## src/rtl/pdcal_pkg.sv

```systemverilog
package pdcal_pkg;

  typedef enum logic [1:0] {
    ST_IDLE     = 2'd0,
    ST_WAIT_REF = 2'd1,
    ST_CAL      = 2'd2
  } cal_state_t;

  // Cycles needed to cover min_ns at clk_mhz, rounded up.
  function automatic int qual_cycles(input int clk_mhz, input int min_ns);
    return (clk_mhz * min_ns + 999) / 1000;
  endfunction

endpackage

```

## src/rtl/pdcal_sync.sv

```systemverilog
module pdcal_sync #(
  parameter int STAGES = 2
) (
  input  logic clk,
  input  logic rst_n,
  input  logic d,
  output logic q
);
  logic [STAGES-1:0] chain;

  genvar g;
  generate
    for (g = 0; g < STAGES; g++) begin : g_stage
      if (g == 0) begin : g_first
        always_ff @(posedge clk) begin
          if (!rst_n) chain[0] <= 1'b0;
          else        chain[0] <= d;
        end
      end else begin : g_next
        always_ff @(posedge clk) begin
          if (!rst_n) chain[g] <= 1'b0;
          else        chain[g] <= chain[g-1];
        end
      end
    end
  endgenerate

  assign q = chain[STAGES-1];
endmodule

```

## src/rtl/pdcal_qual.sv

```systemverilog
module pdcal_qual #(
  parameter int QUAL_CYCLES = 100
) (
  input  logic clk,
  input  logic rst_n,
  input  logic lvl,
  output logic fall_ok
);
  localparam int CW = $clog2(QUAL_CYCLES + 1);
  localparam logic [CW-1:0] LIMIT = CW'(QUAL_CYCLES);

  logic [CW-1:0] hi_cnt;
  logic          lvl_d;

  // Count cycles of high level, saturate at the limit, clear when low.
  always_ff @(posedge clk) begin
    if (!rst_n) begin
      hi_cnt <= '0;
      lvl_d  <= 1'b0;
    end else begin
      lvl_d <= lvl;
      if (!lvl)              hi_cnt <= '0;
      else if (hi_cnt != LIMIT) hi_cnt <= hi_cnt + 1'b1;
    end
  end

  assign fall_ok = lvl_d && !lvl && (hi_cnt == LIMIT);


  qual_after_low_chk: assert property (@(posedge clk) disable iff (!rst_n)
    (!lvl && !lvl_d) |=> !fall_ok);
endmodule

```

## src/rtl/pdcal_fsm.sv

```systemverilog
module pdcal_fsm
  import pdcal_pkg::*;
(
  input  logic clk,
  input  logic rst_n,
  input  logic pd_lvl,
  input  logic fall_ok,
  input  logic ref_ok,
  input  logic cal_done,
  output logic start_q,
  output logic pending,
  output logic busy
);
  cal_state_t state, nxt;
  logic       go;

  always_comb begin
    nxt = state;
    go  = 1'b0;
    unique case (state)
      ST_IDLE: if (fall_ok) begin
        if (ref_ok) begin nxt = ST_CAL; go = 1'b1; end
        else            nxt = ST_WAIT_REF;
      end
      ST_WAIT_REF: begin
        if (pd_lvl)      nxt = ST_IDLE;
        else if (ref_ok) begin nxt = ST_CAL; go = 1'b1; end
      end
      ST_CAL: if (cal_done) nxt = ST_IDLE;
      default: nxt = ST_IDLE;
    endcase
  end

  always_ff @(posedge clk) begin
    if (!rst_n) begin
      state   <= ST_IDLE;
      start_q <= 1'b0;
    end else begin
      state   <= nxt;
      start_q <= go;
    end
  end

  assign pending = (state == ST_WAIT_REF);
  assign busy    = (state == ST_CAL);


  start_busy_chk: assert property (@(posedge clk) disable iff (!rst_n)
    start_q |-> busy);

  busy_hold_chk: assert property (@(posedge clk) disable iff (!rst_n)
    (busy && !cal_done) |=> busy);

  single_pulse_chk: assert property (@(posedge clk) disable iff (!rst_n)
    start_q |=> !start_q);

  start_ref_chk: assert property (@(posedge clk) disable iff (!rst_n)
    start_q |-> $past(ref_ok));

  fall_low_chk: assert property (@(posedge clk) disable iff (!rst_n)
    fall_ok |-> !pd_lvl);
endmodule

```

## src/rtl/pdcal_seq.sv

```systemverilog
module pdcal_seq
  import pdcal_pkg::*;
#(
  parameter int CLK_MHZ     = 100,
  parameter int MIN_HIGH_NS = 1000,
  parameter int SYNC_STAGES = 2
) (
  input  logic clk,
  input  logic rst_n,
  input  logic pd_cal_raw,
  input  logic ref_ok,
  input  logic cal_done,
  output logic pd_active,
  output logic cal_start,
  output logic cal_busy,
  output logic lol_mask
);
  localparam int QUAL_CYCLES = qual_cycles(CLK_MHZ, MIN_HIGH_NS);

  logic pd_lvl;
  logic fall_ok;
  logic pending;

  pdcal_sync #(.STAGES(SYNC_STAGES)) u_sync (
    .clk(clk), .rst_n(rst_n), .d(pd_cal_raw), .q(pd_lvl)
  );

  pdcal_qual #(.QUAL_CYCLES(QUAL_CYCLES)) u_qual (
    .clk(clk), .rst_n(rst_n), .lvl(pd_lvl), .fall_ok(fall_ok)
  );

  pdcal_fsm u_fsm (
    .clk(clk), .rst_n(rst_n), .pd_lvl(pd_lvl), .fall_ok(fall_ok),
    .ref_ok(ref_ok), .cal_done(cal_done),
    .start_q(cal_start), .pending(pending), .busy(cal_busy)
  );

  assign pd_active = pd_lvl;
  assign lol_mask  = pd_lvl | pending | cal_busy;


  mask_pd_chk: assert property (@(posedge clk) disable iff (!rst_n)
    pd_active |-> lol_mask);

  mask_busy_chk: assert property (@(posedge clk) disable iff (!rst_n)
    cal_busy |-> lol_mask);
endmodule

```

## config.mk

```make
export PLATFORM = sky130hd
export DESIGN_NAME = pdcal_seq
export DESIGN_NICKNAME = d
export VERILOG_FILES = /design/src/rtl/pdcal_pkg.sv /design/src/rtl/pdcal_sync.sv /design/src/rtl/pdcal_qual.sv /design/src/rtl/pdcal_fsm.sv /design/src/rtl/pdcal_seq.sv
export SDC_FILE = /design/constraint.sdc
export NUM_CORES = 1
export LEC_CHECK = 0
export ABC_AREA = 1
export BUFFER_PORTS_ARGS = -buffer_cell sky130_fd_sc_hd__buf_2
export CORE_AREA = 8 8 45 47
export DETAILED_ROUTE_END_ITERATION = 12
export DIE_AREA = 0 0 53 55
export HOLD_SLACK_MARGIN = 0.02
export PLACE_DENSITY = 0.69
export SYNTH_ARGS = -nofsm -noshare
export SYNTH_HDL_FRONTEND = slang
export SYNTH_SLANG_ARGS = --single-unit
```

## constraint.sdc

```tcl
create_clock -name clk -period 1.7 [get_ports clk]
set_clock_uncertainty 0.1 [all_clocks]
set_input_delay 0.34 -clock clk [delete_from_list [all_inputs] [get_ports clk]]
set_output_delay 0.34 -clock clk [all_outputs]
set_load 0.01 [all_outputs]
```

==> flow_metrics.py, run 1 <==
metrics = {
    "logic_synthesis": {
        "synth_nets": 98,
        "netlist.top_cell.by_area": "dfxtp_1",
        "syn_inst": 91,
        "synth.most_common_cell": "nand2_1",
        "synthTopCellsByCount": "nand2_1, inv_1, dfxtp_1",
        "synthArstFlopShare": 0,
        "synth_seq_cells": 13,
        "syn_area_um2": 653.1,
        "synth_top_area_frac": 0.3985,
        "synthTopCellsByArea": "dfxtp_1, nand2_1, inv_1",
        "synth_edf_count": 0,
        "postSynthAreaPerCell_um2": 7.177,
        "synth_ff_type": "dfxtp_1",
        "synth_warnings": 0,
        "synth-seq-area-share": 0.3985,
        "ys_types": 20,
    },
    "clock_network": {
        "ctsResizeCount": 0,
        "cts_buffers": 3,
        "htreeDepth": 1,
        "cts_setup_buffers": 0,
        "cts-root-buf": "clkbuf_4",
        "hold_buffers": 0,
        "path_clk_slew_ns": 0.08,
        "clock_latency_ns": 0.27,
        "tritoncts": "yes",
        "clock_path_buffers": 2,
        "clkSinkCount": 13,
    },
    "floorplanning": {
        "fp.dieW_um": 53,
        "rows": 14,
        "fp.coreArea_mm2": 0.001384,
        "start_util": 0.4720,
        "dieHeight_um": 55,
        "ioPinCount": 9,
        "die_area_mm2": 0.002915,
    },
    "routing": {
        "routed_wl_um": 1171,
        "vias": 587,
        "wire_per_inst_um": 9.840,
        "drtAntennaViolNets": 0,
        "drtPass1Iterations": 4,
        "drc": 0,
        "drtIter0Drc": 22,
        "vias_per_cell": 4.933,
    },
    "final_layout": {
        "ff_latch_area_um2": 260.3,
        "insertedDiodeCount": 0,
        "nFillCells": 139,
        "multi_input_area_um2": 314.1,
        "drive_gt1_frac": 0.2233,
        "areaGrowthSynthToFinish_pct": 13.41,
        "final_nets": 111,
    },
    "power_and_ir_drop": {
        "ir_drop_v": 0.0004640,
        "swShare": 0.2280,
        "internal_power_mw": 0.4042,
        "seqPwrFrac": 0.592,
        "cellLeakagePower_nw": 0.3444,
        "p_clk_frac": 0.365,
        "pwr_density_cell_mw_per_mm2": 706.8,
        "power_frac_comb": 0.043,
        "p_switching_mw": 0.1194,
    },
    "placement": {
        "portBuffers": 8,
        "dpl.hpwl_um": 916.9,
        "globalplace.congestion": 0.8549,
        "pre_cts_ws_ns": 0.4403,
    },
    "setup_path": {
        "required_ns": 1.26,
        "worstPathArrival_ns": 1.01,
        "cp-start-kind": "flop",
        "cp_max_fo": 4,
        "criticalPathCategory": "flop to primary output",
        "cp-end-kind": "primary output",
    },
    "global_route": {
        "grt_use_met3": 0.03476,
        "grt_pass1_wl_um": 2090,
        "grt.met1_usage": 0.1046,
        "track_usage": 0.09495,
        "grt_max_degree": 9,
        "busiest_layer": "met2",
        "overflow": 0,
        "grt_pass1_vias": 536,
        "use_met2": 0.1563,
        "antenna_found_initial": 0,
    },
    "outcome": {
        "status": "finished, final reports clean",
    },
    "sta": {
        "maxSlewHeadroom": 0.8300,
        "period_minus_slack_ns": 1.454,
        "setup_viol": 0,
        "drv_slew": 0,
        "tns_ns": 0,
        "fin_crit_sh": 0.8553,
        "rsz0062_at_grt": "false",
        "hold_violations": 0,
        "worst_pin_slew_ns": 0.2546,
        "fmaxAchievable_mhz": 687.8,
        "setup_ws_ns": 0.2461,
    },
    "run": {
        "cap_violations": 0,
    },
    "hold_path": {
        "hp-class": "input port to flop",
    },
}
-- sequential cells by signal, summed over array words and instances (netlist names) --
signal	count
u_fsm.start_q	1
u_fsm.state	2
u_qual.hi_cnt	7
u_qual.lvl_d	1
u_sync.chain	1
u_sync.q	1
-- power by group through the flow --
| stage | Sequential [mW] | Combinational, mW | Clock (mW) |
|---|---|---|---|
| after floorplan | 0.317 | 0.0126 | 0 |
| after global placement | 0.317 | 0.0221 | 0 |
| after detailed placement | 0.317 | 0.0226 | 0 |
| after CTS | 0.310 | 0.0228 | 0.201 |
| after global routing | 0.311 | 0.0261 | 0.211 |
| final | 0.310 | 0.0224 | 0.191 |
-- placed cells by master, fill, tap and decap left out, types with 3 or more instances in the layout --
cell and n:
a21oi_1 6, nand2_1 20, buf_2 8, nor2_1 4, inv_1 18, nor2_2 5, clkbuf_4 3, dfxtp_1 13
nand3_1 7
-- layer usage --
metal / up-vias / share of wire / wire length [um]
met1: 261 / 0.46 / 541
met2: 14 / 0.47 / 548
li1: 308 / - / -
met4: 0 / 0.023 / 27
met3: 4 / 0.046 / 54
met5: - / 0 / 0
-- logic make-up after synthesis --
group,count (synthesis),share of synthesized area
AOI/OAI and AO/OA,11,0.09961
xor gates and xnor gates,2,0.02682
adders and majority gates,2,0.03831
buffers and inverters,21,0.1207
DFF,13,0.3985
and+or+nand+nor,42,0.3161
-- area by class of cell --
| class | count | share of cell area |
|---|---|---|
| inverter | 21 | 0.1064 |
| sequential | 13 | 0.3514 |
| tap | 16 | 0.02703 |
| multi-input combinational | 57 | 0.4240 |
| clock inverter | 1 | 0.006757 |
| clock buffer | 3 | 0.03041 |
| timing repair buffer | 8 | 0.05405 |
-- per-stage QoR --
step           hold WS [ns]  area (um2)  power, mW  utilization  std cells
3_5_place_dp         0.3124       713.2     0.3398       0.5154        115
4_1_cts              0.1361       740.7     0.5336       0.5353        119
3_3_place_gp         0.3155       713.2     0.3394       0.5154        115
2_1_floorplan        0.2900       653.1     0.3298            -         91
6_report             0.1462       740.7     0.5236       0.5353        119
5_1_grt              0.1434       740.7     0.5473       0.5353        119
-- critical path: stages (launching register included) --
cell and delay, ns:
dfxtp_1 0.34, inv_2 0.06, nor2_2 0.12, nor2_1 0.05, nand2_1 0.05, buf_2 0.12
-- final timing paths --
kind / start / to / slack (ns) / cells after the start
min reg2reg: u_sync.chain[0] / u_sync.q / 0.33 / 2
min: pd_cal_raw / u_sync.chain[0] / 0.15 / 3
max: u_fsm.state[0] / lol_mask / 0.25 / 5
max reg2reg: u_qual.hi_cnt[1] / u_fsm.state[0] / 0.42 / 8
Power figures use the tool's default switching activity.
==> inputs of run 2 (changes only) <==
--- a/config.mk
+++ b/config.mk
@@ -7,9 +7,10 @@
 export LEC_CHECK = 0
 export ABC_AREA = 1
 export BUFFER_PORTS_ARGS = -buffer_cell sky130_fd_sc_hd__buf_2
-export CORE_AREA = 8 8 45 47
+export CORE_AREA = 2 2 39 41
 export DETAILED_ROUTE_END_ITERATION = 12
-export DIE_AREA = 0 0 53 55
+export DIE_AREA = 0 0 41 43
+export GPL_TIMING_DRIVEN = 0
 export HOLD_SLACK_MARGIN = 0.02
 export PLACE_DENSITY = 0.69
 export SYNTH_ARGS = -nofsm -noshare
==> constraint.sdc (replaced) <==
create_clock -name clk -period 1.82 [get_ports clk]
set_clock_uncertainty 0.1 [all_clocks]
set_input_delay 0.364 -clock clk [delete_from_list [all_inputs] [get_ports clk]]
set_output_delay 0.364 -clock clk [all_outputs]
set_load 0.01 [all_outputs]
==> run 2 against run 1 <==
Against the previous run: sequential cell count did not move; die area decreased by 40%; global-route usage up 4.7 points; core utilization decreased by 0.090 points; total power decreased by 6.5%; critical path depth down 1; register-to-register slack better by 0.14 ns; worst setup slack better by 0.12 ns; first-iteration DRC count shrank 64%; critical path type unchanged; largest cell class unchanged.
==> flow_metrics.py, run 2 (synthesis gave the netlist of run 1 again) <==
metrics = {
    "outcome": {
        "status": "finished, final reports clean",
    },
    "power_and_ir_drop": {
        "pwr_density_cell_mw_per_mm2": 662.0,
        "cellLeakagePower_nw": 0.3416,
        "ir_drop_v": 0.0003539,
    },
    "global_route": {
        "grt_pass1_vias": 458,
        "grt_pass1_wl_um": 1718,
        "antenna_found_initial": 0,
        "track_usage": 0.1416,
        "overflow": 0,
        "grt_max_degree": 8,
    },
    "clock_network": {
        "cts-root-buf": "clkbuf_4",
        "htreeDepth": 1,
        "clock_latency_ns": 0.27,
        "clkSinkCount": 13,
        "clock_path_buffers": 2,
        "hold_buffers": 0,
        "path_clk_slew_ns": 0.08,
        "tritoncts": "yes",
        "cts_buffers": 3,
        "cts_setup_buffers": 0,
        "ctsResizeCount": 0,
    },
    "setup_path": {
        "r2r_slack_ns": 0.56,
        "cp-end-kind": "primary output",
        "crit_start": "u_fsm.state[1]",
        "setup.worst_path.end": "lol_mask",
        "cp-start-kind": "flop",
        "r2r_cells": 4,
        "criticalPathCategory": "flop to primary output",
        "worstPathArrival_ns": 0.99,
        "r2r_start": "u_qual.hi_cnt[0]",
        "cp_max_fo": 4,
        "rr_endpoint": "u_qual.hi_cnt[6]",
        "required_ns": 1.36,
    },
    "final_layout": {
        "stdcell_count": 119,
        "largest_reg_flops": 7,
        "final_nets": 111,
        "largest_registers": "u_qual.hi_cnt: 7 flops, u_fsm.state: 2 flops",
        "final_cell_mix": "nand2_1, inv_1, dfxtp_1",
        "final_common_cell": "nand2_1",
        "drive_gt1_frac": 0.2136,
        "nFillCells": 137,
        "insertedDiodeCount": 0,
        "fin_util": 0.5344,
        "regMostFlops": "u_qual.hi_cnt",
        "areaGrowthSynthToFinish_pct": 13.22,
    },
    "sta": {
        "period_minus_slack_ns": 1.457,
        "setup_viol": 0,
        "worst_pin_slew_ns": 0.2396,
        "drv_slew": 0,
        "fin_crit_sh": 0.8007,
        "hold_violations": 0,
        "tns_ns": 0,
        "fmaxAchievable_mhz": 686.2,
        "rsz0062_at_grt": "false",
        "maxSlewHeadroom": 0.8401,
    },
    "placement": {
        "dpl.hpwl_um": 838,
        "numPlacedInstances": 115,
        "globalplace.congestion": 0.8814,
        "portBuffers": 8,
    },
    "floorplanning": {
        "rows": 14,
        "fp.dieW_um": 41,
        "start_util": 0.4720,
        "die_area_mm2": 0.001763,
        "dieHeight_um": 43,
        "fp.coreArea_mm2": 0.001384,
        "ioPinCount": 9,
    },
    "routing": {
        "drtPass1Iterations": 4,
        "wire_per_inst_um": 8.840,
        "vias_per_cell": 4.782,
        "drc": 0,
        "drtIter0Drc": 8,
        "routed_wl_um": 1052,
        "vias": 569,
        "drtAntennaViolNets": 0,
    },
    "hold_path": {
        "hp-class": "input port to flop",
    },
    "run": {
        "cap_violations": 0,
    },
}
run 2: changes by cell type in the layout (fill, tap and decap cells not counted), sizes merged:
cell	before	now
clkinv	2	1
clkbuf	3	4
run 2: critical path, cell delays in order, from the launching register on:
cell and delay (ns):
dfxtp_1 0.38, nor2_2 0.07, nor2_1 0.09, nand2_1 0.05
buf_2 0.13
run 2: worst min path at each step:
stage / cells after the start / start / to / slack (ns)
after global placement: 2 / u_sync.chain[0] / u_sync.q / 0.30
final: 3 / pd_cal_raw / u_sync.chain[0] / 0.17
after detailed placement: 2 / u_sync.chain[0] / u_sync.q / 0.31
after floorplan: 2 / u_sync.chain[0] / u_sync.q / 0.29
after global routing: 3 / pd_cal_raw / u_sync.chain[0] / 0.17
after CTS: 3 / pd_cal_raw / u_sync.chain[0] / 0.17
run 2: final cells by class:
cell class | instances | area, um2 | area share
Tap cell | 16 | 20.02 | 0.02707
Timing Repair Buffer | 8 | 40.04 | 0.05415
Clock buffer | 4 | 26.28 | 0.03553
Multi-Input combinational cell | 57 | 314.1 | 0.4247
Sequential cell | 13 | 260.3 | 0.3519
Inverter | 21 | 78.83 | 0.1066
run 2: metrics by stage:
stage,setup slack [ns],power (mW),cell area [um2],hold WS (ns)
after floorplan,0.6537,0.3081,653.1,0.2900
after global placement,0.5768,0.3168,713.2,0.3042
after detailed placement,0.5684,0.3171,713.2,0.3056
after CTS,0.3570,0.4949,739.5,0.1661
after global routing,0.2548,0.5090,739.5,0.1704
final,0.3628,0.4896,739.5,0.1678
run 2: layer usage:
metal  GRT usage  wire (um)  vias up
met5           0          0        -
met4     0.08000         23        0
met3     0.03141         34        4
met2      0.1969        453        6
met1      0.1941        541      254
li1            -          -      305
run 2: power by group:
part	switching (mW)	internal (mW)
Combinational	0.0121	0.00861
Sequential	0.00209	0.287
Clock	0.0943	0.0850
Total	0.109	0.381
